`config.mk`:
```
export PLATFORM = sky130hd
export DESIGN_NAME = issue_seq
export DESIGN_NICKNAME = d
export VERILOG_FILES = /design/src/rtl/issue_seq_pkg.sv /design/src/rtl/issue_decode.sv /design/src/rtl/loop_ctrl.sv /design/src/rtl/issue_seq.sv
export SDC_FILE = /design/constraint.sdc
export NUM_CORES = 1
export LEC_CHECK = 0
export BUFFER_PORTS_ARGS = -buffer_cell sky130_fd_sc_hd__buf_2
export CELL_PAD_IN_SITES_DETAIL_PLACEMENT = 1
export CELL_PAD_IN_SITES_GLOBAL_PLACEMENT = 2
export CORE_UTILIZATION = 29
export CTS_CLUSTER_DIAMETER = 120
export DETAILED_ROUTE_END_ITERATION = 10
export HOLD_SLACK_MARGIN = 0.08
export PLACE_DENSITY_LB_ADDON = 0.1
export SLEW_MARGIN = 20
export SYNTH_ARGS = -nofsm -noshare
export SYNTH_HDL_FRONTEND = slang
export SYNTH_HIERARCHICAL = 1
export SYNTH_SLANG_ARGS = --single-unit
export TNS_END_PERCENT = 20
```
`constraint.sdc`:
```
create_clock -name clk -period 4.5 [get_ports clk]
set_clock_uncertainty 0.05 [all_clocks]
set_input_delay 0.675 -clock clk [delete_from_list [all_inputs] [get_ports clk]]
set_output_delay 0.675 -clock clk [all_outputs]
set_load 0.01 [all_outputs]
```
`src/rtl/issue_seq_pkg.sv`:
```
package issue_seq_pkg;
  typedef enum logic [1:0] {
    FMT_PAR  = 2'd0,
    FMT_LR   = 2'd1,
    FMT_RL   = 2'd2,
    FMT_LONG = 2'd3
  } fmt_e;

  typedef enum logic [1:0] {
    U_MEM = 2'd0,
    U_INT = 2'd1,
    U_ANY = 2'd2
  } unit_e;

  // Format bits sit at the top of each half of the fetched word.
  function automatic fmt_e classify(input logic hi_bit, input logic lo_bit);
    return fmt_e'({hi_bit, lo_bit});
  endfunction

  // Count decrement that stops at zero.
  function automatic logic [31:0] sat_dec(input logic [31:0] v);
    return (v == 32'd0) ? 32'd0 : v - 32'd1;
  endfunction
endpackage

```
`src/rtl/issue_decode.sv`:
```
module issue_decode
  import issue_seq_pkg::*;
#(
  parameter int SLOT_W = 32,
  parameter int XLEN   = 32,
  localparam int WORD_W = 2 * SLOT_W
) (
  input  logic              clk,
  input  logic              rst_n,
  input  logic [WORD_W-1:0] word,
  input  logic              l_br,
  input  logic [XLEN-1:0]   l_tgt,
  input  logic              l_kill,
  input  logic              r_br,
  input  logic [XLEN-1:0]   r_tgt,
  input  logic              r_kill,
  output fmt_e              fmt,
  output logic              a_right,
  output unit_e             a_unit,
  output unit_e             b_unit,
  output logic              b_run,
  output logic              br_taken,
  output logic [XLEN-1:0]   br_tgt,
  output logic              dual_err
);
  assign fmt = classify(word[WORD_W-1], word[SLOT_W-1]);

  always_comb begin
    a_right  = 1'b0;
    a_unit   = U_ANY;
    b_unit   = U_ANY;
    b_run    = 1'b0;
    br_taken = 1'b0;
    br_tgt   = l_tgt;
    dual_err = 1'b0;
    unique case (fmt)
      FMT_LONG: begin
        br_taken = l_br;
      end
      FMT_LR: begin
        a_unit   = U_MEM;
        b_run    = !l_br && !l_kill;
        br_taken = l_br || (b_run && r_br);
        br_tgt   = l_br ? l_tgt : r_tgt;
      end
      FMT_RL: begin
        a_right  = 1'b1;
        a_unit   = U_INT;
        b_run    = !r_br && !r_kill;
        br_taken = r_br || (b_run && l_br);
        br_tgt   = r_br ? r_tgt : l_tgt;
      end
      default: begin
        a_unit   = U_MEM;
        b_unit   = U_INT;
        b_run    = 1'b1;
        dual_err = l_br && r_br;
        br_taken = l_br ^ r_br;
        br_tgt   = l_br ? l_tgt : r_tgt;
      end
    endcase
  end

  // second slot of a left-first pair only after a quiet left slot
  a_r3_lr_gate: assert property (@(posedge clk) disable iff (!rst_n)
    (fmt == FMT_LR && b_run) |-> (!l_br && !l_kill));
  // second slot of a right-first pair only after a quiet right slot
  a_r3_rl_gate: assert property (@(posedge clk) disable iff (!rst_n)
    (fmt == FMT_RL && b_run) |-> (!r_br && !r_kill));
  // the double-branch error belongs to parallel pairs and blocks the branch
  a_r4_err_par: assert property (@(posedge clk) disable iff (!rst_n)
    dual_err |-> (fmt == FMT_PAR && !br_taken));
  // a long instruction never runs a second slot
  a_r2_long_single: assert property (@(posedge clk) disable iff (!rst_n)
    (fmt == FMT_LONG) |-> !b_run);
endmodule

```
`src/rtl/loop_ctrl.sv`:
```
module loop_ctrl
  import issue_seq_pkg::*;
#(
  parameter int XLEN = 32
) (
  input  logic [XLEN-1:0] pc,
  input  logic [XLEN-1:0] loop_end,
  input  logic [31:0]     count,
  input  logic            rp,
  output logic            at_end,
  output logic            loop_back,
  output logic [31:0]     cnt_next,
  output logic            rp_next
);
  logic was_nz;
  logic dec;

  assign at_end    = (pc == loop_end);
  assign was_nz    = (count != 32'd0);
  assign dec       = at_end && (was_nz || rp);
  assign cnt_next  = dec ? sat_dec(count) : count;
  assign rp_next   = rp && !(at_end && cnt_next == 32'd0);
  assign loop_back = rp && was_nz && at_end;
endmodule

```
`src/rtl/issue_seq.sv`:
```
module issue_seq
  import issue_seq_pkg::*;
#(
  parameter int              SLOT_W   = 32,
  parameter int              XLEN     = 32,
  parameter int              STRIDE   = 8,
  parameter logic [31:0]     DBG_VEC  = 32'hFFFF_F128,
  parameter logic [31:0]     RESET_PC = 32'h0,
  parameter int              BIT_SM   = 0,
  parameter int              BIT_EA   = 1,
  parameter int              BIT_DB   = 2,
  parameter int              BIT_DS   = 3,
  parameter int              BIT_RP   = 4,
  localparam int             WORD_W   = 2 * SLOT_W
) (
  input  logic              clk,
  input  logic              rst_n,
  input  logic              step,
  input  logic [WORD_W-1:0] fetch_word,
  input  logic              l_br,
  input  logic [XLEN-1:0]   l_tgt,
  input  logic              l_kill,
  input  logic              r_br,
  input  logic [XLEN-1:0]   r_tgt,
  input  logic              r_kill,
  input  logic [XLEN-1:0]   bkpt_addr,
  input  logic              cfg_we,
  input  logic [2:0]        cfg_sel,
  input  logic [XLEN-1:0]   cfg_data,
  output logic [1:0]        issue_fmt,
  output logic              slot_a_right,
  output logic [1:0]        slot_a_unit,
  output logic [1:0]        slot_b_unit,
  output logic              slot_b_run,
  output logic              dual_branch_err,
  output logic [XLEN-1:0]   next_pc,
  output logic [XLEN-1:0]   pc,
  output logic [31:0]       loop_count,
  output logic [XLEN-1:0]   status,
  output logic [XLEN-1:0]   dbg_pc,
  output logic [XLEN-1:0]   dbg_status
);
  localparam logic [XLEN-1:0] SM_M = XLEN'(1) << BIT_SM;
  localparam logic [XLEN-1:0] EA_M = XLEN'(1) << BIT_EA;
  localparam logic [XLEN-1:0] DS_M = XLEN'(1) << BIT_DS;
  localparam logic [2:0] SEL_START = 3'd0;
  localparam logic [2:0] SEL_END   = 3'd1;
  localparam logic [2:0] SEL_CNT   = 3'd2;
  localparam logic [2:0] SEL_STAT  = 3'd3;
  localparam logic [2:0] SEL_PC    = 3'd4;

  logic [XLEN-1:0] pc_q, start_q, end_q, psw_q, dpc_q, dpsw_q;
  logic [31:0]     cnt_q;

  fmt_e            fmt;
  unit_e           a_unit, b_unit;
  logic            br_taken;
  logic [XLEN-1:0] br_tgt;
  logic            at_end, loop_back, rp_nx;
  logic [31:0]     cnt_nx;
  logic [XLEN-1:0] seq_pc, psw_lp;
  logic            bk_hit;

  issue_decode #(.SLOT_W(SLOT_W), .XLEN(XLEN)) dec_i (
    .clk(clk), .rst_n(rst_n), .word(fetch_word),
    .l_br(l_br), .l_tgt(l_tgt), .l_kill(l_kill),
    .r_br(r_br), .r_tgt(r_tgt), .r_kill(r_kill),
    .fmt(fmt), .a_right(slot_a_right), .a_unit(a_unit), .b_unit(b_unit),
    .b_run(slot_b_run), .br_taken(br_taken), .br_tgt(br_tgt),
    .dual_err(dual_branch_err)
  );

  loop_ctrl #(.XLEN(XLEN)) loop_i (
    .pc(pc_q), .loop_end(end_q), .count(cnt_q), .rp(psw_q[BIT_RP]),
    .at_end(at_end), .loop_back(loop_back), .cnt_next(cnt_nx), .rp_next(rp_nx)
  );

  always_comb begin
    psw_lp         = psw_q;
    psw_lp[BIT_RP] = rp_nx;
  end

  assign seq_pc  = br_taken ? br_tgt : (loop_back ? start_q : pc_q + XLEN'(STRIDE));
  assign bk_hit  = (pc_q == bkpt_addr) && psw_q[BIT_DB];
  assign next_pc = bk_hit ? DBG_VEC : seq_pc;

  always_ff @(posedge clk) begin
    if (!rst_n) begin
      pc_q    <= RESET_PC;
      start_q <= '0;
      end_q   <= '0;
      cnt_q   <= '0;
      psw_q   <= '0;
      dpc_q   <= '0;
      dpsw_q  <= '0;
    end else begin
      if (step) begin
        cnt_q <= cnt_nx;
        if (bk_hit) begin
          dpc_q  <= seq_pc;
          dpsw_q <= psw_lp | EA_M;
          psw_q  <= (psw_lp & SM_M) | DS_M;
          pc_q   <= DBG_VEC;
        end else begin
          psw_q <= psw_lp;
          pc_q  <= seq_pc;
        end
      end
      if (cfg_we) begin
        case (cfg_sel)
          SEL_START: start_q <= cfg_data;
          SEL_END:   end_q   <= cfg_data;
          SEL_CNT:   cnt_q   <= 32'(cfg_data);
          SEL_STAT:  psw_q   <= cfg_data;
          SEL_PC:    pc_q    <= cfg_data;
          default:   ;
        endcase
      end
    end
  end

  assign issue_fmt   = fmt;
  assign slot_a_unit = a_unit;
  assign slot_b_unit = b_unit;
  assign pc          = pc_q;
  assign loop_count  = cnt_q;
  assign status      = psw_q;
  assign dbg_pc      = dpc_q;
  assign dbg_status  = dpsw_q;

  // a step moves the count down by at most one
  a_r5_step_by_one: assert property (@(posedge clk) disable iff (!rst_n)
    (step && !cfg_we) |=> (cnt_q == $past(cnt_q) || cnt_q == $past(cnt_q) - 32'd1));
  // a zero count stays at zero
  a_r5_no_underflow: assert property (@(posedge clk) disable iff (!rst_n)
    (step && !cfg_we && cnt_q == 32'd0) |=> (cnt_q == 32'd0));
  // a loop that runs out at its end leaves the repeat bit clear
  a_r6_rp_drop: assert property (@(posedge clk) disable iff (!rst_n)
    (step && !cfg_we && at_end && cnt_q <= 32'd1) |=> !psw_q[BIT_RP]);
  // a breakpoint hit lands on the debug vector with the debug-state bit set
  a_r8_vector: assert property (@(posedge clk) disable iff (!rst_n)
    (step && !cfg_we && bk_hit) |=> (pc_q == DBG_VEC && psw_q[BIT_DS] && !psw_q[BIT_DB]));
  // with no step and no write, the state holds
  a_r9_hold: assert property (@(posedge clk) disable iff (!rst_n)
    (!step && !cfg_we) |=> ($stable(pc_q) && $stable(cnt_q) && $stable(psw_q)));
endmodule

```
==> flow_summary.toml <==
[status]
status = "completed"

[synthesis]
synth_area_leader_cell = "dfxtp_1"
synth_area_leaders = "dfxtp_1, nand2_1, a21oi_1"
synth_fp_nets = 1842
ys_warn_count = 6
yosys_register_bits = 224
netlist_area_um2 = 12600
synth-seq-area-share_pct = 35.5
syn_area_per_cell_um2 = 7.72
synth_edf_count = 0
synth_top_area_share_pct = 35.5
async_flop_share_pct = 0
synthFlopType = "dfxtp_1"
synth_cell_type_count = 78
netlist_instances = 1636

[sta]
rsz0062_at_grt = "yes"
worstMarginPinSlew_ns = 1.10
fmax_mhz = 231
hold_slack_ns = 0.370
period_share_pct = 96.2
slew_violations = 0
maxSlewHeadroom_pct = 26.6
setup_viol = 0
final-hold-violation-count = 0
fin_crit_ns = 4.33

[worst_hold_path]
min_from = "cfg_data[0]"
hold_path.class = "in2reg"

[route]
dr.pass1.iters = 5
drc = 0
postRouteAntennaNets = 0
drt_iter0_drc = 828
route.final.wire_length_um = 61200
via_count = 13700
via_per_inst = 5.34
wl_per_cell_um = 23.9

[clocking]
clkLatencyLatePin_ns = 0.59
clockRootBuffer = "clkbuf_16"
cts_setup_buffers = 0
cts_tree = "yes"
cts_buffers = 29
ctsLongestPathBuffers = 3
h-tree-depth = 1
cts_sinks = 224
clk_pin_slew_ns = 0.06

[setup_path]
cp.depth = 12
arrival_ns = 3.60
crit_chain = "or4_4 > nor4_2 > buf_4 > nand3_1 > nand2_1 > nor2_4 > or2_4 > buf_4 > nor4_1 > nor3_2 > nand2_1 > buf_2"
worstSetupStartpoint = "loop_count[8]"
rr_startpoint = "loop_count[0]"
end_kind = "primary output"
r2r_setup_slack_ns = 0.70
crit_buf_inv = 3
crit_slowest_cell = "or4_4"
crit_family = "simple AND/OR/NAND/NOR gates"
crit_path_start_kind = "flip-flop"
crit_type = "reg2out"
critPathRequiredTime_ns = 3.77
max_stage_delay_ns = 0.58
endpoint = "next_pc[16]"
rr_endpoint = "dbg_status[4]"
reg2reg_depth = 14
crit_fanout = 12

[power]
power.leakage_nw = 6.64
irDropWorstVdd_uv = 274
power_density_nw_per_um2 = 351
p_clk_share_pct = 41.3
p_comb_share_pct = 21.4
swShare_pct = 31.2
p_int_mw = 3.90
pwr-share-seq_pct = 37.3
p_switching_mw = 1.77

[cells_and_area]
area_growth_pct = 27.9
final_nets = 2157
final_cell_mix = "nand2_1, buf_2, dfxtp_1"
drive_gt1_share_pct = 28.9
utilization_pct = 37.6
layout_commonest_cell = "nand2_1"
fillers = 5362
fin_area_um2 = 16200
layout.cells.non_filler = 2558

[placement]
hpwlAfterDp_um = 44000
io_buffers = 341
place_area_um2 = 15100
dp.cells = 2505
gp_congestion = 0.898

[global_route]
grt.total_usage_pct = 27.0
grt_pass1_vias = 13400
antenna_found_initial = 9
grt_max_degree = 113
grt_overflow = 0
grtUsageMet2_pct = 44.7
grt_pass1_wl_um = 88900
globalRouteMet1Util_pct = 35.1
grtUsageMet3_pct = 4.30
top_usage_layer = "met2"

[die]
dieArea_um2 = 44400
die-width_um = 211
initial_core_util_pct = 29.4
io_pins = 404
die_h_um = 211
row_count = 76
coreArea_um2 = 43000

[flow_run]
max_cap_viol_count = 0
## worst register-to-register path, delay by kind of cell (launching register included)
kind | cells | cell delay [ns]
AOI/OAI and AO/OA | 3 | 0.43
adders and majority gates | 1 | 0.20
buffers and inverters | 2 | 0.27
DFF | 1 | 0.39
and+or+nand+nor | 8 | 2.29
## cell type report
class / count / area [um^2] / area share [%]
multi-input combinational: 1256 / 7610 / 47.1
sequential: 224 / 4490 / 27.8
timing repair buffer: 420 / 2330 / 14.4
clock buffer: 45 / 836 / 5.17
tap: 585 / 732 / 4.53
clock inverter: 7 / 97.6 / 0.604
inverter: 20 / 80.1 / 0.495
antenna: 1 / 2.50 / 0.0155
## logic make-up (layout without fill, tap and decap cells)
kind of cell	after synthesis	in the layout	synth area share [%]
compound gates	383	383	19.2
xor+xnor	90	90	6.30
fa+ha+maj	3	3	0.297
buf+inv	156	492	5.42
flops	224	224	35.5
mux	75	75	7.16
other cells	0	1	0
simple gates	705	705	26.2
## sequential cells by signal, summed over array words and instances (netlist names)
register / count
status: 32
dbg_pc: 32
loop_count: 32
dbg_status: 32
start_q: 32
pc: 32
end_q: 32
## worst min-delay path by stage
stage                          to  slack [ns]  cells past startpoint
floorplan             start_q[12]        0.38                      2
global placement    dbg_status[5]        0.39                      2
detailed placement    start_q[20]        0.39                      2
CTS                    start_q[4]        0.35                      3
global route            status[0]        0.36                      3
finish                 start_q[0]        0.37                      3
## synthesized netlist by cell type, types with 4 or more instances
master and n:
buf_1 9, dfxtp_1 224, or4_1 13, nand2_1 347, nor2b_1 5, and4_1 6
and2_1 12, o21ai_0 60, buf_2 13, a41oi_1 11, inv_1 19, a221oi_1 7
nor3b_1 4, a31oi_1 9, nor4_1 28, or3_1 14, mux2_4 30, o31a_1 4
mux2i_1 42, nor2_1 105, nor3_1 30, o311a_1 4, or2_2 9, a31o_2 17
and3_1 10, a21oi_1 168, nand3b_1 8, xnor2_1 75, clkbuf_1 103, a211oi_1 57
xor2_1 14, o211a_1 8, o211ai_1 7, buf_6 5, nand4_1 33, nand3_1 55
## per-stage QoR
| stage | setup TNS, ns | setup WS [ns] | total power, mW |
|---|---|---|---|
| after floorplan | 0 | 0.365 | 2.79 |
| after global placement | 0 | 0.346 | 3.34 |
| after detailed placement | 0 | 0.334 | 3.35 |
| after CTS | -0.112 | -0.0458 | 5.72 |
| after global routing | -0.0336 | -0.0258 | 5.91 |
| final | 0 | 0.171 | 5.67 |
## layer usage
metal	up-vias	share of wire, %
li1	6422	-
met1	6725	44
met2	397	47
met3	98	5.3
met4	10	3.8
met5	-	0.096
## power groups by stage
stage	Sequential, mW	Clock (mW)	Combinational (mW)
global placement	2.16	0	1.18
floorplan	2.16	0	0.631
finish	2.11	2.34	1.21
CTS	2.11	2.41	1.20
global route	2.12	2.48	1.30
detailed placement	2.16	0	1.19
## timing repair
action	in CTS	in global routing
endpoints found under the setup margin	26	24
endpoints found under the hold margin	0	0
hold buffers	0	0
resized for setup	8	17
(Power assumes the default switching activity.)
